**config.mk**
```make
export PLATFORM = sky130hd
export DESIGN_NAME = edge_sr_cell
export DESIGN_NICKNAME = d
export VERILOG_FILES = /design/src/rtl/edge_sr_pkg.sv /design/src/rtl/edge_sr_change_det.sv /design/src/rtl/edge_sr_next_state.sv /design/src/rtl/edge_sr_state_reg.sv /design/src/rtl/edge_sr_cell.sv
export SDC_FILE = /design/constraint.sdc
export NUM_CORES = 1
export LEC_CHECK = 0
export BUFFER_PORTS_ARGS = -buffer_cell sky130_fd_sc_hd__buf_2
export CORE_AREA = 2 2 39 41
export CTS_CLUSTER_DIAMETER = 50
export DETAILED_ROUTE_END_ITERATION = 10
export DIE_AREA = 0 0 41 43
export PLACE_DENSITY = 0.3
export SYNTH_ARGS = -nofsm -noshare
export SYNTH_HDL_FRONTEND = slang
export SYNTH_SLANG_ARGS = --single-unit
export TNS_END_PERCENT = 5
```
**constraint.sdc**
```tcl
create_clock -name clk -period 2.5 [get_ports clk]
set_input_delay 0.5 -clock clk [delete_from_list [all_inputs] [get_ports clk]]
set_output_delay 0.5 -clock clk [all_outputs]
set_load 0.02 [all_outputs]
```
**src/rtl/edge_sr_pkg.sv**
```systemverilog
package edge_sr_pkg;

  localparam int unsigned NUM_LINES = 2;
  localparam int unsigned LINE_S    = 0;
  localparam int unsigned LINE_R    = 1;
  localparam int unsigned ST_W      = 2;

  // bit 0 of the code is the stored value; bit 1 marks "other line was high at last rise"
  typedef enum logic [ST_W-1:0] {
    ST_CLR   = 2'b00,
    ST_SET   = 2'b01,
    ST_RLAST = 2'b10,
    ST_SLAST = 2'b11
  } sr_state_e;

endpackage

```
**src/rtl/edge_sr_change_det.sv**
```systemverilog
module edge_sr_change_det #(
  parameter int unsigned NCH = 2
) (
  input  logic           clk,
  input  logic           rst_n,
  input  logic [NCH-1:0] lvl,
  output logic [NCH-1:0] prev,
  output logic [NCH-1:0] rise,
  output logic [NCH-1:0] fall,
  output logic           one_change
);

  logic [NCH-1:0] chg;
  logic [NCH-1:0] chg_minus1;

  for (genvar g = 0; g < NCH; g++) begin : g_line
    logic prev_nxt;

    always_comb begin
      prev_nxt = lvl[g];
    end

    always_ff @(posedge clk or negedge rst_n) begin
      if (!rst_n) begin
        prev[g] <= 1'b0;
      end else begin
        prev[g] <= prev_nxt;
      end
    end

    always_comb begin
      rise[g] = lvl[g] & ~prev[g];
      fall[g] = ~lvl[g] & prev[g];
      chg[g]  = lvl[g] ^ prev[g];
    end
  end

  always_comb begin
    chg_minus1 = chg - NCH'(1);
    one_change = (chg != '0) && ((chg & chg_minus1) == '0);
  end


  prev_zero_in_reset_chk: assert property (@(posedge clk) !rst_n |-> (prev == '0));

endmodule

```
**src/rtl/edge_sr_next_state.sv**
```systemverilog
module edge_sr_next_state
  import edge_sr_pkg::*;
(
  input  sr_state_e            cur,
  input  logic                 s_lvl,
  input  logic                 r_lvl,
  input  logic [NUM_LINES-1:0] rise,
  output sr_state_e            nxt
);

  always_comb begin
    nxt = cur;
    if (rise[LINE_S]) begin
      nxt = r_lvl ? ST_SLAST : ST_SET;
    end else if (rise[LINE_R]) begin
      nxt = s_lvl ? ST_RLAST : ST_CLR;
    end else begin
      unique case (cur)
        ST_SLAST: nxt = (!s_lvl && r_lvl) ? ST_SLAST : ST_SET;
        ST_RLAST: nxt = (s_lvl && !r_lvl) ? ST_RLAST : ST_CLR;
        default:  nxt = cur;
      endcase
    end
  end

endmodule

```
**src/rtl/edge_sr_state_reg.sv**
```systemverilog
module edge_sr_state_reg
  import edge_sr_pkg::*;
(
  input  logic      clk,
  input  logic      rst_n,
  input  logic      en,
  input  sr_state_e nxt,
  output sr_state_e cur
);

  always_ff @(posedge clk or negedge rst_n) begin
    if (!rst_n) begin
      cur <= ST_CLR;
    end else if (en) begin
      cur <= nxt;
    end
  end

endmodule

```
**src/rtl/edge_sr_cell.sv**
```systemverilog
module edge_sr_cell
  import edge_sr_pkg::*;
(
  input  logic clk,
  input  logic rst_n,
  input  logic s,
  input  logic r,
  output logic q
);

  logic [NUM_LINES-1:0] lvl;
  logic [NUM_LINES-1:0] prev;
  logic [NUM_LINES-1:0] rise;
  logic [NUM_LINES-1:0] fall;
  logic                 one_change;
  sr_state_e            st_cur;
  sr_state_e            st_nxt;

  always_comb begin
    lvl         = '0;
    lvl[LINE_S] = s;
    lvl[LINE_R] = r;
  end

  edge_sr_change_det #(
    .NCH (NUM_LINES)
  ) u_det (
    .clk        (clk),
    .rst_n      (rst_n),
    .lvl        (lvl),
    .prev       (prev),
    .rise       (rise),
    .fall       (fall),
    .one_change (one_change)
  );

  edge_sr_next_state u_nxt (
    .cur   (st_cur),
    .s_lvl (s),
    .r_lvl (r),
    .rise  (rise),
    .nxt   (st_nxt)
  );

  edge_sr_state_reg u_st (
    .clk   (clk),
    .rst_n (rst_n),
    .en    (one_change),
    .nxt   (st_nxt),
    .cur   (st_cur)
  );

  always_comb begin
    q = (st_cur == ST_SET) || (st_cur == ST_SLAST);
  end


  q_low_in_reset_chk: assert property (@(posedge clk) !rst_n |-> (q == 1'b0));


  s_rise_sets_chk: assert property (@(posedge clk) disable iff (!rst_n)
    (s && !prev[LINE_S] && (r == prev[LINE_R])) |=> q);


  r_rise_clears_chk: assert property (@(posedge clk) disable iff (!rst_n)
    (r && !prev[LINE_R] && (s == prev[LINE_S])) |=> !q);


  steady_hold_chk: assert property (@(posedge clk) disable iff (!rst_n)
    ((s == prev[LINE_S]) && (r == prev[LINE_R])) |=> $stable(q));


  fall_only_hold_chk: assert property (@(posedge clk) disable iff (!rst_n)
    ((fall != '0) && !(s && !prev[LINE_S]) && !(r && !prev[LINE_R])) |=> $stable(q));


  dual_change_hold_chk: assert property (@(posedge clk) disable iff (!rst_n)
    ((s != prev[LINE_S]) && (r != prev[LINE_R])) |=> ($stable(q) && $stable(st_cur)));

endmodule

```
==> impl_metrics.py, run 1 <==
metrics = {
    "run_status": {
        "outcome": "finished, final reports clean",
    },
    "layout": {
        "multi_input_area_sq_um": 47.5,
        "syn_to_final_growth_pct": 40.2,
        "final_common_cell": "buf_2",
        "final_cell_mix": "4 x buf_2, 3 x clkbuf_4, 3 x dfrtp_1, 2 x inv_1, 2 x ha_1",
        "nets": 25,
        "diodes": 0,
        "drive_above_1_share_pct": 44.4,
        "seqCellArea_sq_um": 75.1,
        "num-fill-cells": 154,
        "fin_util_pct": 14.2,
        "postLayoutCellArea_sq_um": 196,
    },
    "global_route": {
        "grt_pass1_wl_microns": 448,
        "first_global_vias": 114,
        "track_usage_pct": 4.73,
        "grt_overflow": 0,
        "grt_max_degree": 4,
        "grt_antenna_before_repair": 0,
    },
    "clock_tree": {
        "clock_path_buffers": 2,
        "htreeDepth": 1,
        "clk_pin_slew_worst_paths_ns": 0.04,
        "cts_setup_buffers": 0,
        "cts_root_buf": "clkbuf_4",
        "clock-sinks": 3,
        "postCtsHoldBufs": 0,
        "cts_buffers": 3,
        "insertion_delay_ns": 0.23,
        "cts_tree": "yes",
        "cts.repair.resized": 0,
    },
    "placement": {
        "place_area_sq_um": 170,
        "routabilityCongestion": 0.511,
        "post-place-ws_ns": 1.00,
        "port_buffers": 4,
    },
    "floorplan": {
        "start_util_pct": 10.1,
        "die_w_microns": 41,
        "die_area_sq_mm": 0.00176,
        "floorplan.rows": 14,
        "die_h_microns": 43,
        "io_pins": 5,
        "core_sq_mm": 0.00138,
    },
    "setup_path": {
        "cp_cell_sequence": "buf_2",
        "worst-path-buf-inv": 1,
        "setup.worst_path.end_class": "output port",
        "crit_type": "flop to output port",
        "start_kind": "flop",
        "worstPathMaxFanout": 2,
        "cp_top_family": "flip-flops",
        "arrival_ns": 0.77,
        "slowest_delay_ns": 0.38,
        "required_ns": 2.00,
        "crit_slowest_cell": "dfrtp_1",
    },
    "timing": {
        "worstMarginPinSlew_ns": 0.172,
        "final.setup.tns_ns": 0,
        "slew_headroom_pct": 88.5,
        "fin_crit_sh_pct": 50.9,
        "hold_viol_final": 0,
        "finalSetupViolCount": 0,
        "setup_ws_ns": 1.23,
        "min_period_ns": 1.27,
        "clock_skew_ns": 0.00557,
        "rsz0062_at_grt": "no",
        "slew_violations": 0,
        "clock.fmax_mhz": 786,
    },
    "synthesis": {
        "syn_inst": 11,
        "syn_area_sq_um": 140,
        "yosys_warnings": 0,
        "yosysUniqueCellTypes": 7,
        "syn_avg_cell_area_sq_um": 12.7,
        "yosysSeqAreaShare_pct": 53.6,
        "synth_nets": 17,
        "ys_ff_latch": 3,
    },
    "route": {
        "dr.pass1.iters": 2,
        "post-route-drc-count": 0,
        "drt-initial-drc-count": 2,
        "wl_microns": 248,
        "wl_per_cell_microns": 7.29,
        "num_vias": 97,
        "antenna_left": 0,
        "vias_per_cell": 2.85,
    },
    "pwr": {
        "ir_drop_uv": 300,
        "power.density_mw_per_mm2": 882,
        "p_leak_nw": 0.103,
    },
    "flow_run": {
        "maxCapViolations": 0,
    },
    "min_path": {
        "hp-class": "primary input to asynchronous set/reset pin",
    },
}
==> flip-flops by register name, indices dropped and copies added, names as in the netlist <==
| name | flops |
|---|---|
| u_det.prev | 2 |
| u_st.cur | 1 |
==> cell usage after synthesis <==
| cell type | instances | area share [%] |
|---|---|---|
| nand2_1 | 1 | 2.7 |
| ha_1 | 2 | 18 |
| dfrtp_1 | 3 | 54 |
| a22o_2 | 1 | 7.1 |
| dlygate4sd3_1 | 1 | 7.1 |
| xor2_1 | 1 | 6.3 |
| inv_1 | 2 | 5.4 |
==> cell type report <==
class	instances	area share, %
sequential	3	38.2
multi-input combinational	5	24.2
clock buffer	4	13.4
timing repair buffer	4	10.2
tap	16	10.2
inverter	2	3.82
==> routing by layer <==
layer / vias up / global-route usage [%] / routed length (microns)
li1: 48 / - / -
met1: 44 / 5.18 / 140
met2: 5 / 4.06 / 75
met3: 0 / 6.28 / 33
met4: 0 / 4.00 / 0
met5: - / 0 / 0
==> logic make-up (layout without fill, tap and decap cells) <==
| group | count (synthesis) | after routing | synth area share [%] |
|---|---|---|---|
| xor+xnor | 1 | 1 | 6.25 |
| fa+ha+maj | 2 | 2 | 17.9 |
| compound gates | 1 | 1 | 7.14 |
| simple gates | 1 | 1 | 2.68 |
| flops | 3 | 3 | 53.6 |
| buf+inv | 3 | 10 | 12.5 |
==> metrics by stage <==
stage          hold WS [ns]  power (mW)  instances
6_report             0.0576       0.173         34
5_1_grt              0.0490       0.187         34
2_1_floorplan         0.204      0.0845         11
3_5_place_dp          0.304      0.0885         30
3_3_place_gp          0.300      0.0876         30
4_1_cts              0.0520       0.178         34
==> final timing paths <==
kind	from	to	slack [ns]	depth (start not counted)
setup reg to reg	u_det.prev[0]$_DFF_PN0_	u_st.cur[0]$_DFFE_PN0P_	1.29	5
min in group clk	r	u_det.prev[1]$_DFF_PN0_	0.39	1
max in group asynchronous	rst_n	u_det.prev[0]$_DFF_PN0_	2.33	1
hold / removal	rst_n	u_st.cur[0]$_DFFE_PN0P_	0.06	1
setup / recovery	u_st.cur[0]$_DFFE_PN0P_	q	1.23	1
hold reg to reg	u_st.cur[0]$_DFFE_PN0P_	u_st.cur[0]$_DFFE_PN0P_	0.51	1
==> where the power goes <==
group          total, mW  switching, mW  internal (mW)
clock             0.0854         0.0255         0.0599
combinational     0.0288         0.0157         0.0131
sequential        0.0591        0.00357         0.0555
No activity file was read; power rests on OpenSTA's default activity.
==> run 2, diff against run 1 <==
- clock period: 2.5 -> 1.3 ns (I/O delays scaled with it)
==> run 2 against run 1 <==
Net effect:
- count of clock-buffer cells in the layout unchanged
- non-clock buffer count up 1
- critical endpoint is now u_st.cur[0]$_DFFE_PN0P_
- sequential cell count did not move
- design area grew 5.1%
==> impl_metrics.py, run 2 (synthesized netlist as in run 1, its figures left out) <==
metrics = {
    "layout": {
        "final_cell_mix": "4 x buf_2, 3 x clkbuf_4, 3 x dfrtp_1, 2 x inv_1, 2 x ha_1",
        "regMostFlops": "u_det.prev",
        "reg_top3": "u_det.prev: 2 flops, u_st.cur: 1 flops",
        "diodes": 0,
        "largest_reg_flops": 2,
        "final_cell_count_no_fill": 35,
        "syn_to_final_growth_pct": 47.3,
        "nets": 26,
        "final_common_cell": "buf_2",
        "num-fill-cells": 160,
        "drive_above_1_share_pct": 42.1,
    },
    "timing": {
        "clock_skew_ns": 0.00683,
        "hold_viol_final": 0,
        "fin_crit_sh_pct": 94.3,
        "clock.fmax_mhz": 816,
        "min_period_ns": 1.23,
        "rsz0062_at_grt": "no",
        "finalSetupViolCount": 0,
        "slew_violations": 0,
        "final.setup.tns_ns": 0,
        "worstMarginPinSlew_ns": 0.168,
        "slew_headroom_pct": 88.7,
    },
    "clock_tree": {
        "cts_tree": "yes",
        "insertion_delay_ns": 0.24,
        "clock_path_buffers": 2,
        "clock-sinks": 3,
        "cts_buffers": 3,
        "htreeDepth": 1,
        "cts_root_buf": "clkbuf_4",
        "cts.repair.resized": 0,
        "clk_pin_slew_worst_paths_ns": 0.04,
    },
    "global_route": {
        "grt_antenna_before_repair": 0,
        "first_global_vias": 86,
        "grt_overflow": 0,
        "grt_pass1_wl_microns": 358,
        "track_usage_pct": 4.02,
        "grt_max_degree": 4,
    },
    "setup_path": {
        "r2r_start": "u_det.prev[0]$_DFF_PN0_",
        "crit_type": "flop to flop",
        "crit_start": "u_det.prev[0]$_DFF_PN0_",
        "worstPathMaxFanout": 2,
        "arrival_ns": 1.34,
        "start_kind": "flop",
        "setup.worst_path.end_class": "flop",
        "rrSetupSlack_ns": 0.07,
        "required_ns": 1.42,
    },
    "pwr": {
        "power.density_mw_per_mm2": 1640,
        "ir_drop_uv": 330,
        "p_leak_nw": 0.107,
    },
    "floorplan": {
        "core_sq_mm": 0.00138,
        "die_area_sq_mm": 0.00176,
        "io_pins": 5,
        "start_util_pct": 10.1,
        "die_w_microns": 41,
        "floorplan.rows": 14,
        "die_h_microns": 43,
    },
    "route": {
        "drt-initial-drc-count": 3,
        "antenna_left": 0,
        "dr.pass1.iters": 4,
        "wl_microns": 255,
        "post-route-drc-count": 0,
        "num_vias": 98,
        "vias_per_cell": 2.80,
        "wl_per_cell_microns": 7.29,
    },
    "flow_run": {
        "maxCapViolations": 0,
    },
    "placement": {
        "placed_cells": 30,
        "dp_hpwl_microns": 173,
        "routabilityCongestion": 0.527,
        "port_buffers": 4,
    },
    "min_path": {
        "min_from": "s",
        "hp-class": "primary input to flop",
    },
    "run_status": {
        "outcome": "finished, final reports clean",
    },
}
-- run 2: changes by cell type in the layout (fill, tap and decap cells not counted) --
| cell | change |
|---|---|
| dlygate4sd3_1 | +1 |
-- run 2: area by class of cell --
cell class / count / area, sq um / share of cell area (%)
Inverter: 2 / 7.51 / 3.64
Tap cell: 16 / 20.0 / 9.70
Sequential cell: 3 / 75.1 / 36.4
Clock buffer: 4 / 26.3 / 12.7
Multi-Input combinational cell: 5 / 47.5 / 23.0
Timing Repair Buffer: 5 / 30.0 / 14.5
-- run 2: repair_timing --
item                                    in CTS  in global routing
hold buffers                                 1                  0
setup buffers                                0                  0
hold endpoints to repair                     3                  0
endpoints found under the setup margin       0                  0
-- run 2: report_power, final --
| group | switching, mW | leakage, nW | internal [mW] | total, mW |
|---|---|---|---|---|
| registers | 0.00584 | 0.0349 | 0.107 | 0.113 |
| logic | 0.0308 | 0.0571 | 0.0268 | 0.0576 |
| clock network | 0.0523 | 0.0150 | 0.115 | 0.168 |
-- run 2: worst paths after layout --
check / endpoint / cells after the start
min: u_det.prev[0]$_DFF_PN0_ / 1
max reg2reg: u_st.cur[0]$_DFFE_PN0P_ / 5
max: u_st.cur[0]$_DFFE_PN0P_ / 5
min reg2reg: u_st.cur[0]$_DFFE_PN0P_ / 1
min in group asynchronous: u_det.prev[0]$_DFF_PN0_ / 2
max in group asynchronous: u_st.cur[0]$_DFFE_PN0P_ / 2
-- run 2: per-layer routing --
| layer | GRT usage [%] | routed length [microns] |
|---|---|---|
| met5 | 0 | 0 |
| met4 | 6.00 | 0 |
| met3 | 4.71 | 38 |
| met2 | 2.50 | 82 |
| met1 | 4.52 | 134 |
-- run 2: through the flow --
step / hold slack (ns) / power [mW] / instance area [sq um] / utilization (%) / setup WS [ns]
after floorplan: -0.0356 / 0.162 / 140 / - / 0.0566
final: 0.152 / 0.338 / 206 / 14.9 / 0.0744
after global routing: 0.146 / 0.354 / 206 / 14.9 / 0.00888
after detailed placement: 0.0594 / 0.168 / 170 / 12.3 / 0.0591
after global placement: 0.0585 / 0.168 / 170 / 12.3 / 0.0630
after CTS: 0.144 / 0.346 / 206 / 14.9 / 0.0843
-- run 2: critical path, stage by stage (launching register included) --
cell	delay [ns]
dfrtp_1	0.35
inv_1	0.06
ha_1	0.23
xor2_1	0.19
nand2_1	0.07
a22o_2	0.20
